<file path="config.mk">
export PLATFORM = sky130hd
export DESIGN_NAME = sig_head_seq
export DESIGN_NICKNAME = d
export VERILOG_FILES = /design/src/rtl/sig_head_pkg.sv /design/src/rtl/phase_decode.sv /design/src/rtl/lamp_form.sv /design/src/rtl/onehot_check.sv /design/src/rtl/phase_next.sv /design/src/rtl/sig_head_seq.sv
export SDC_FILE = /design/constraint.sdc
export NUM_CORES = 1
export LEC_CHECK = 0
export ABC_AREA = 0
export CORE_AREA = 2 2 39 41
export DETAILED_ROUTE_END_ITERATION = 8
export DIE_AREA = 0 0 41 43
export HOLD_SLACK_MARGIN = 0.15
export SETUP_SLACK_MARGIN = 0.02
export SKIP_CTS_REPAIR_TIMING = 1
export SYNTH_ARGS = -nofsm -noshare
export SYNTH_HDL_FRONTEND = slang
export SYNTH_SLANG_ARGS = --single-unit
</file>
<file path="constraint.sdc">
create_clock -name clk -period 2.72 [get_ports clk]
set_input_delay 0.544 -clock clk [delete_from_list [all_inputs] [get_ports clk]]
set_output_delay 0.544 -clock clk [all_outputs]
set_load 0.01 [all_outputs]
</file>
<file path="src/rtl/sig_head_pkg.sv">
// Shared widths and types for the signal head sequencer.
// Assumes a fixed four-phase cycle addressed by a 2-bit code.
package sig_head_pkg;
    localparam int PHASE_W = 2;
    localparam int N_PHASE = 1 << PHASE_W;

    typedef logic [PHASE_W-1:0] phase_t;
    typedef logic [N_PHASE-1:0] lines_t;

    // Lamp drive bundle, one bit per aspect.
    typedef struct packed {
        logic red;
        logic amber;
        logic green;
    } lamp_t;

    localparam phase_t PH_STOP  = 2'd0;
    localparam phase_t PH_READY = 2'd1;
    localparam phase_t PH_GO    = 2'd2;
    localparam phase_t PH_CLEAR = 2'd3;
endpackage

</file>
<file path="src/rtl/phase_decode.sv">
// Expands a binary phase code into one-hot phase lines.
// Assumes the code is always in range, which holds for any 2-bit value.
module phase_decode
    import sig_head_pkg::*;
#(
    parameter int CODE_W = PHASE_W,
    localparam int N_LINE = 1 << CODE_W
) (
    input  logic [CODE_W-1:0] code_i,
    output logic [N_LINE-1:0] lines_o
);
    // One comparator per line, each matching a single code value.
    for (genvar g = 0; g < N_LINE; g++) begin : g_line
        assign lines_o[g] = (code_i == CODE_W'(g));
    end
endmodule

</file>
<file path="src/rtl/lamp_form.sv">
// Forms the three lamp drives from the four phase lines.
// Assumes at most one line is high, which the decoder guarantees.
module lamp_form
    import sig_head_pkg::*;
(
    input  lines_t lines_i,
    output lamp_t  lamp_o
);
    // Each lamp is the OR of the phases in which it is lit.
    always_comb begin
        lamp_o.red   = lines_i[PH_STOP]  | lines_i[PH_READY];
        lamp_o.amber = lines_i[PH_READY] | lines_i[PH_CLEAR];
        lamp_o.green = lines_i[PH_GO];
    end
endmodule

</file>
<file path="src/rtl/onehot_check.sv">
// Checks the external phase lines and encodes a valid one-hot value.
// Assumes the lines carry no X; the encoded value is only used when valid_o is 1.
module onehot_check
    import sig_head_pkg::*;
#(
    parameter int N_LINE = N_PHASE,
    localparam int CODE_W = $clog2(N_LINE)
) (
    input  logic [N_LINE-1:0] sel_i,
    output logic              valid_o,
    output logic [CODE_W-1:0] code_o
);
    // A pattern is valid only if exactly one line is set.
    always_comb valid_o = ($countones(sel_i) == 1);

    // OR together the index of every set line; this is exact when one is set.
    always_comb begin
        code_o = '0;
        for (int i = 0; i < N_LINE; i++) begin
            if (sel_i[i]) code_o = code_o | CODE_W'(i);
        end
    end
endmodule

</file>
<file path="src/rtl/phase_next.sv">
// Chooses the phase for the next edge and says whether it will be a fault.
// Assumes valid_i and enc_i come from onehot_check on the same cycle.
module phase_next
    import sig_head_pkg::*;
(
    input  phase_t cur_i,
    input  logic   step_i,
    input  logic   onehot_mode_i,
    input  logic   valid_i,
    input  phase_t enc_i,
    output phase_t nxt_o,
    output logic   fault_o
);
    // Counting mode steps or holds; one-hot mode takes the lines or falls back to red.
    always_comb begin
        fault_o = 1'b0;
        if (onehot_mode_i) begin
            if (valid_i) begin
                nxt_o = enc_i;
            end else begin
                nxt_o   = PH_STOP;
                fault_o = 1'b1;
            end
        end else if (step_i) begin
            nxt_o = cur_i + phase_t'(1);
        end else begin
            nxt_o = cur_i;
        end
    end
endmodule

</file>
<file path="src/rtl/sig_head_seq.sv">
// Top of the signal head sequencer: phase register, decode and lamp registers.
// Lamps are formed from the next phase and registered with it, so that
// phase, lamps and fault all change on the same edge and lamps never glitch.
// Assumes inputs are synchronous to clk. Reset is synchronous and active low.
module sig_head_seq
    import sig_head_pkg::*;
(
    input  logic       clk,
    input  logic       rst_n,
    input  logic       step_i,
    input  logic       onehot_mode_i,
    input  logic [3:0] phase_sel_i,
    output logic       lamp_red_o,
    output logic       lamp_amber_o,
    output logic       lamp_green_o,
    output logic [1:0] phase_o,
    output logic       fault_o
);
    phase_t phase_q;
    phase_t phase_d;
    phase_t enc;
    logic   sel_valid;
    logic   fault_d;
    logic   fault_q;
    lines_t lines_d;
    lamp_t  lamp_d;
    lamp_t  lamp_q;

    onehot_check #(.N_LINE(N_PHASE)) u_oh (
        .sel_i   (phase_sel_i),
        .valid_o (sel_valid),
        .code_o  (enc)
    );

    phase_next u_nxt (
        .cur_i         (phase_q),
        .step_i        (step_i),
        .onehot_mode_i (onehot_mode_i),
        .valid_i       (sel_valid),
        .enc_i         (enc),
        .nxt_o         (phase_d),
        .fault_o       (fault_d)
    );

    phase_decode #(.CODE_W(PHASE_W)) u_dec (
        .code_i  (phase_d),
        .lines_o (lines_d)
    );

    lamp_form u_lamp (
        .lines_i (lines_d),
        .lamp_o  (lamp_d)
    );

    // Output registers: phase, lamps and fault, with reset to red.
    always_ff @(posedge clk) begin
        if (!rst_n) begin
            phase_q <= PH_STOP;
            lamp_q  <= '{red: 1'b1, amber: 1'b0, green: 1'b0};
            fault_q <= 1'b0;
        end else begin
            phase_q <= phase_d;
            lamp_q  <= lamp_d;
            fault_q <= fault_d;
        end
    end

    assign phase_o      = phase_q;
    assign lamp_red_o   = lamp_q.red;
    assign lamp_amber_o = lamp_q.amber;
    assign lamp_green_o = lamp_q.green;
    assign fault_o      = fault_q;
endmodule

</file>
After elaboration in Yosys (flattened, before gate mapping). Cells that the tools add are included.

Reduce and logical (&&, ||, !) cells: 2. Muxes and demuxes: 7. Equality and inequality tests: 4. Add/sub/neg operators: 4. Bitwise gates (word level): 2.

Operators by type and width (count): $add A32 B32 Y32 (1); $eq A32 B2 Y1 const B (1); $mux W2 (5); $add A1 B1 Y2 (2); $eq A2 B2 Y1 const B (2); $add A2 B1 Y2 const B (1); $eq A2 B1 Y1 const B (1); $logic_not A2 Y1 (1); $mux W1 (2); $or A1 B1 Y1 (2); $reduce_and A2 Y1 (1).

Flip-flop bits (word level): 6. Output and inout bits: 6.

Depth between registers and ports, before layout.
Word-level depth: 7. Depth in mapped cells: 7.

Modules after synthesis. A second synthesis with hierarchy kept.

Cell total of the unflattened synthesis: 39. Area, all modules: 345.3 µm².

Modules (own cells, without submodules): sig_head_seq (sequential area each 120.1 µm², area an instance 157.7 µm², cells each 12, times used 1); onehot_check (sequential area each 0.0 µm², area an instance 83.8 µm², cells each 11, times used 1); phase_next (sequential area each 0.0 µm², area an instance 57.6 µm², cells each 9, times used 1); phase_decode (sequential area each 0.0 µm², area an instance 26.3 µm², cells each 4, times used 1); lamp_form (sequential area each 0.0 µm², area an instance 20.0 µm², cells each 3, times used 1).

Worst setup path before layout. OpenSTA, ideal clock, no wires.

Kind: input-to-reg. From: input phase_sel_i[2]. To: register lamp_q (netlist bit lamp_red_o). Stages on the path: 7. Buffers on the path: 0. Path slack: 217 ps. Setup time: 115 ps. Arrival time: 2388 ps. Required time: 2605 ps. Cell sequence: inv_1 ha_1 ha_1 fa_1 or3b_4 or3_4 and2_1.

Cells in the longest elaborated chain, start to end: 7.

RTL lines: start, declared (line sig_head_seq.sv:12) `input logic [3:0] phase_sel_i,`; $add A1 B1 Y2 (not written as such) (line onehot_check.sv:14) `always_comb valid_o = ($countones(sel_i) == 1);`; $add A32 B32 Y32 (not written as such) (line onehot_check.sv:14); $eq A32 B2 Y1 (line onehot_check.sv:14); $mux W2 (*) (line phase_next.sv:18) `if (valid_i) begin`; $mux W2 (*) (line phase_next.sv:17) `if (onehot_mode_i) begin`; $eq A2 B1 Y1 / $logic_not A2 Y1 (equally long branches) (line phase_decode.sv:14) `assign lines_o[g] = (code_i == CODE_W'(g));`; $or A1 B1 Y1 (*) (line lamp_form.sv:11) `lamp_o.red = lines_i[PH_STOP] | lines_i[PH_READY];`; end signal, assigned (line sig_head_seq.sv:59) `lamp_q <= '{red: 1'b1, amber: 1'b0, green: 1'b0};`; end signal, assigned (line sig_head_seq.sv:63) `lamp_q <= lamp_d;`; end, declared (line sig_head_seq.sv:27) `lamp_t lamp_q;`.

Every way passes the cells marked *; elsewhere a longest branch is shown, timed or not. A chain may end at the register's enable or synchronous reset.

Worst setup path after layout.
From: input phase_sel_i[1]. To: register lamp_q (netlist bit lamp_red_o).

Cells in the longest elaborated chain, start to end: 7.

RTL lines (line): $add A1 B1 Y2 (not written as such) / $mux W1 (equally long branches) (onehot_check.sv:14, onehot_check.sv:20); $add A32 B32 Y32 (not written as such) / $mux W2 (equally long branches) (onehot_check.sv:14, onehot_check.sv:20); $eq A32 B2 Y1 / $mux W2 (equally long branches) (onehot_check.sv:14, onehot_check.sv:20); $mux W2 (*) (phase_next.sv:18); $mux W2 (*) (phase_next.sv:17); $eq A2 B1 Y1 / $logic_not A2 Y1 (equally long branches) (phase_decode.sv:14); $or A1 B1 Y1 (*) (lamp_form.sv:11).

Marks and branches as above.

==> results.cfg <==
[logic_synthesis]
yosysSeqAreaShare_pct = 39.3
syn_nets = 42
synth_area_per_cell_um2 = 10.5
syn-cell-area_um2 = 305
synth_cell_types = 15
synth_cells = 29
ys_warn_count = 0
ys_ff_latch = 6

[worst_setup_path]
cp_top_family = simple AND/OR/NAND/NOR gates
rr_startpoint = phase_o[1]
path_cells = dlymetal6s2s_1, ha_1, ha_2, fa_1, or3b_4, or3_4, and2_4
reg2reg_depth = 3
r2r_end = lamp_red_o
critPathKind = in -> reg
max_stage_delay_ps = 450
slowest_stage = fa_1
cp-start-kind = primary input
crit_path_max_fanout = 3
crit_required_ps = 2860
crit_arrival_ps = 2570
worstSetupEndpointType = flop
r2r_slack_ps = 1700
cp_num_buf_inv = 1

[final_layout]
design_area_um2 = 515
fillCellCount = 156
final_nets = 63
area_delta_synth_final_pct = 68.9
antenna_cells = 0
drive_above_1_share_pct = 20.8

[drt]
num_vias = 264
vias_per_cell = 4.13
wl_per_cell_um = 8.59
first_iter_violations = 0
top_layer = met4
drt_wl_total_um = 550
drc = 0
drt-met1-wl_um = 223
wl_met2_um = 258
dr_wl_met3_um = 42
ant_nets = 0
first_pass_iters = 1

[placed_design]
dpl_cell_area_um2 = 478
post-dp-hpwl_um = 468
routabilityCongestion = 0.619
io_buffers = 13

[power]
p_total_mw = 0.250
peakVddDrop_uv = 126
p_leak_nw = 0.258
power_density_nw_per_um2 = 484

[global_route]
grt_overflow_total = 0
antenna_found_initial = 0
grt_util_all_layers_pct = 8.14
grt_pass1_wl_um = 869
first_global_vias = 232
grt_start_max_net_pins = 5

[status]
status = completed

[floorplanning]
fp.dieH_um = 43
core_area_um2 = 1380
pin_count = 14
rows = 14
die_w_um = 41
initial_core_util_pct = 22.1
die_area_um2 = 1760

[run]
drv_cap = 0

[sta]
finalCritPeriodShare_pct = 89.3
final_max_slew_viol_count = 0
hold_viol_final = 0
setup_violations = 0
worst_pin_slew_ps = 305
slew_headroom_pct = 79.4
rsz0062_at_grt = false
max_freq_mhz = 412
layout_min_cycle_time_ps = 2430
fin_skew_ps = 4.89

[clocking]
cts.root.buffer_cell = clkbuf_4
cts_max_path_buffers = 2
tritoncts = yes
clock_sinks = 6
clkTransAtPathRegs_ps = 40
cts-htree-levels = 1
numCtsBuffers = 3
clk_latency_ps = 240

[worst_hold_path]
min_path_cells = 3
min_from = phase_o[1]
min_to = phase_o[1]
hold_class = reg -> reg
## tightest hold or removal path: stages, from the launching register on
cell and delay, ps:
dfxtp_1 310, and3b_1 200, o21ai_0 120, nand2_1 80
## final cells by class
class	instances	area (µm²)	area share, %
inverters	2	7.51	1.46
flip-flops and latches	6	120	23.3
clock buffers	3	22.5	4.37
well taps	16	20.0	3.88
multi-input cells	21	183	35.4
repair buffers	16	163	31.6
## report_power, final
part	internal, mW	switching [mW]	total [mW]	leakage [nW]
clock	0.0497	0.0297	0.0795	0.0138
combinational	0.0459	0.0244	0.0703	0.195
sequential	0.0965	0.00336	0.0998	0.0493
total	0.192	0.0575	0.250	0.258
## flip-flops by register name (all words and copies together) (netlist names)
| name | flops |
|---|---|
| fault_o | 1 |
| lamp_amber_o | 1 |
| lamp_green_o | 1 |
| lamp_red_o | 1 |
| phase_o | 2 |
## kinds of logic (layout without fill, tap and decap cells)
group                    count (synthesis)  in the layout  share of synthesized area, %
AND/OR/NAND/NOR                         10             10                          23.0
adder cells (fa/ha/maj)                  5              5                          23.0
XOR/XNOR                                 1              1                          2.87
AO/OA/AOI/OAI                            5              5                          9.43
flip-flops                               6              6                          39.3
buffers and inverters                    2             21                          2.46
## cells in the mapped netlist
master | count | area share [%]
dfxtp_1 | 6 | 39
ha_1 | 4 | 16
and2_1 | 3 | 6.1
inv_1 | 2 | 2.5
nand2_1 | 2 | 2.5
nor2b_1 | 2 | 4.1
o21ai_0 | 2 | 3.3
a21boi_0 | 1 | 2.5
a21oi_1 | 1 | 1.6
and3b_1 | 1 | 2.9
fa_1 | 1 | 6.6
o22ai_1 | 1 | 2.1
or3_4 | 1 | 3.7
or3b_4 | 1 | 3.7
xnor2_1 | 1 | 2.9
## cell usage in the layout, fill, tap and decap left out
master           n
and3b_1          1
fa_1             1
and2_4           1
and2_1           2
clkdlybuf4s50_1  9
o21ai_0          2
a21oi_1          1
dlymetal6s2s_1   4
clkbuf_4         3
ha_1             3
buf_4            3
a21boi_0         1
inv_1            2
ha_2             1
xnor2_1          1
o22ai_1          1
or3b_4           1
dfxtp_1          6
or3_4            1
nand2_1          2
nor2b_1          2
## metal layers
layer | GRT usage (%) | vias up
met5 | 0 | -
met3 | 4.71 | 4
met4 | 8.00 | 0
li1 | - | 136
met2 | 11.6 | 12
met1 | 7.42 | 112
## how the worst max path moves through the flow
stage / startpoint / to / slack (ps) / cells past startpoint
6_report: phase_sel_i[1] / lamp_red_o / 290 / 7
5_1_grt: phase_sel_i[1] / lamp_red_o / 250 / 7
4_1_cts: phase_sel_i[2] / lamp_red_o / -90 / 8
3_5_place_dp: phase_sel_i[2] / lamp_red_o / -350 / 8
3_3_place_gp: phase_sel_i[2] / lamp_red_o / -340 / 8
2_1_floorplan: phase_sel_i[2] / lamp_red_o / 220 / 7
## metrics by stage
step           TNS [ps]  hold slack [ps]  std cells  utilization, %  setup slack (ps)
2_1_floorplan         0              666         29               -               217
3_3_place_gp      -1390              720         61            34.5              -339
3_5_place_dp      -1440              721         61            34.5              -347
4_1_cts            -153              737         64            36.2             -89.1
5_1_grt               0              801         64            37.3               248
6_report              0              739         64            37.3               292
Power figures use the tool's default switching activity.
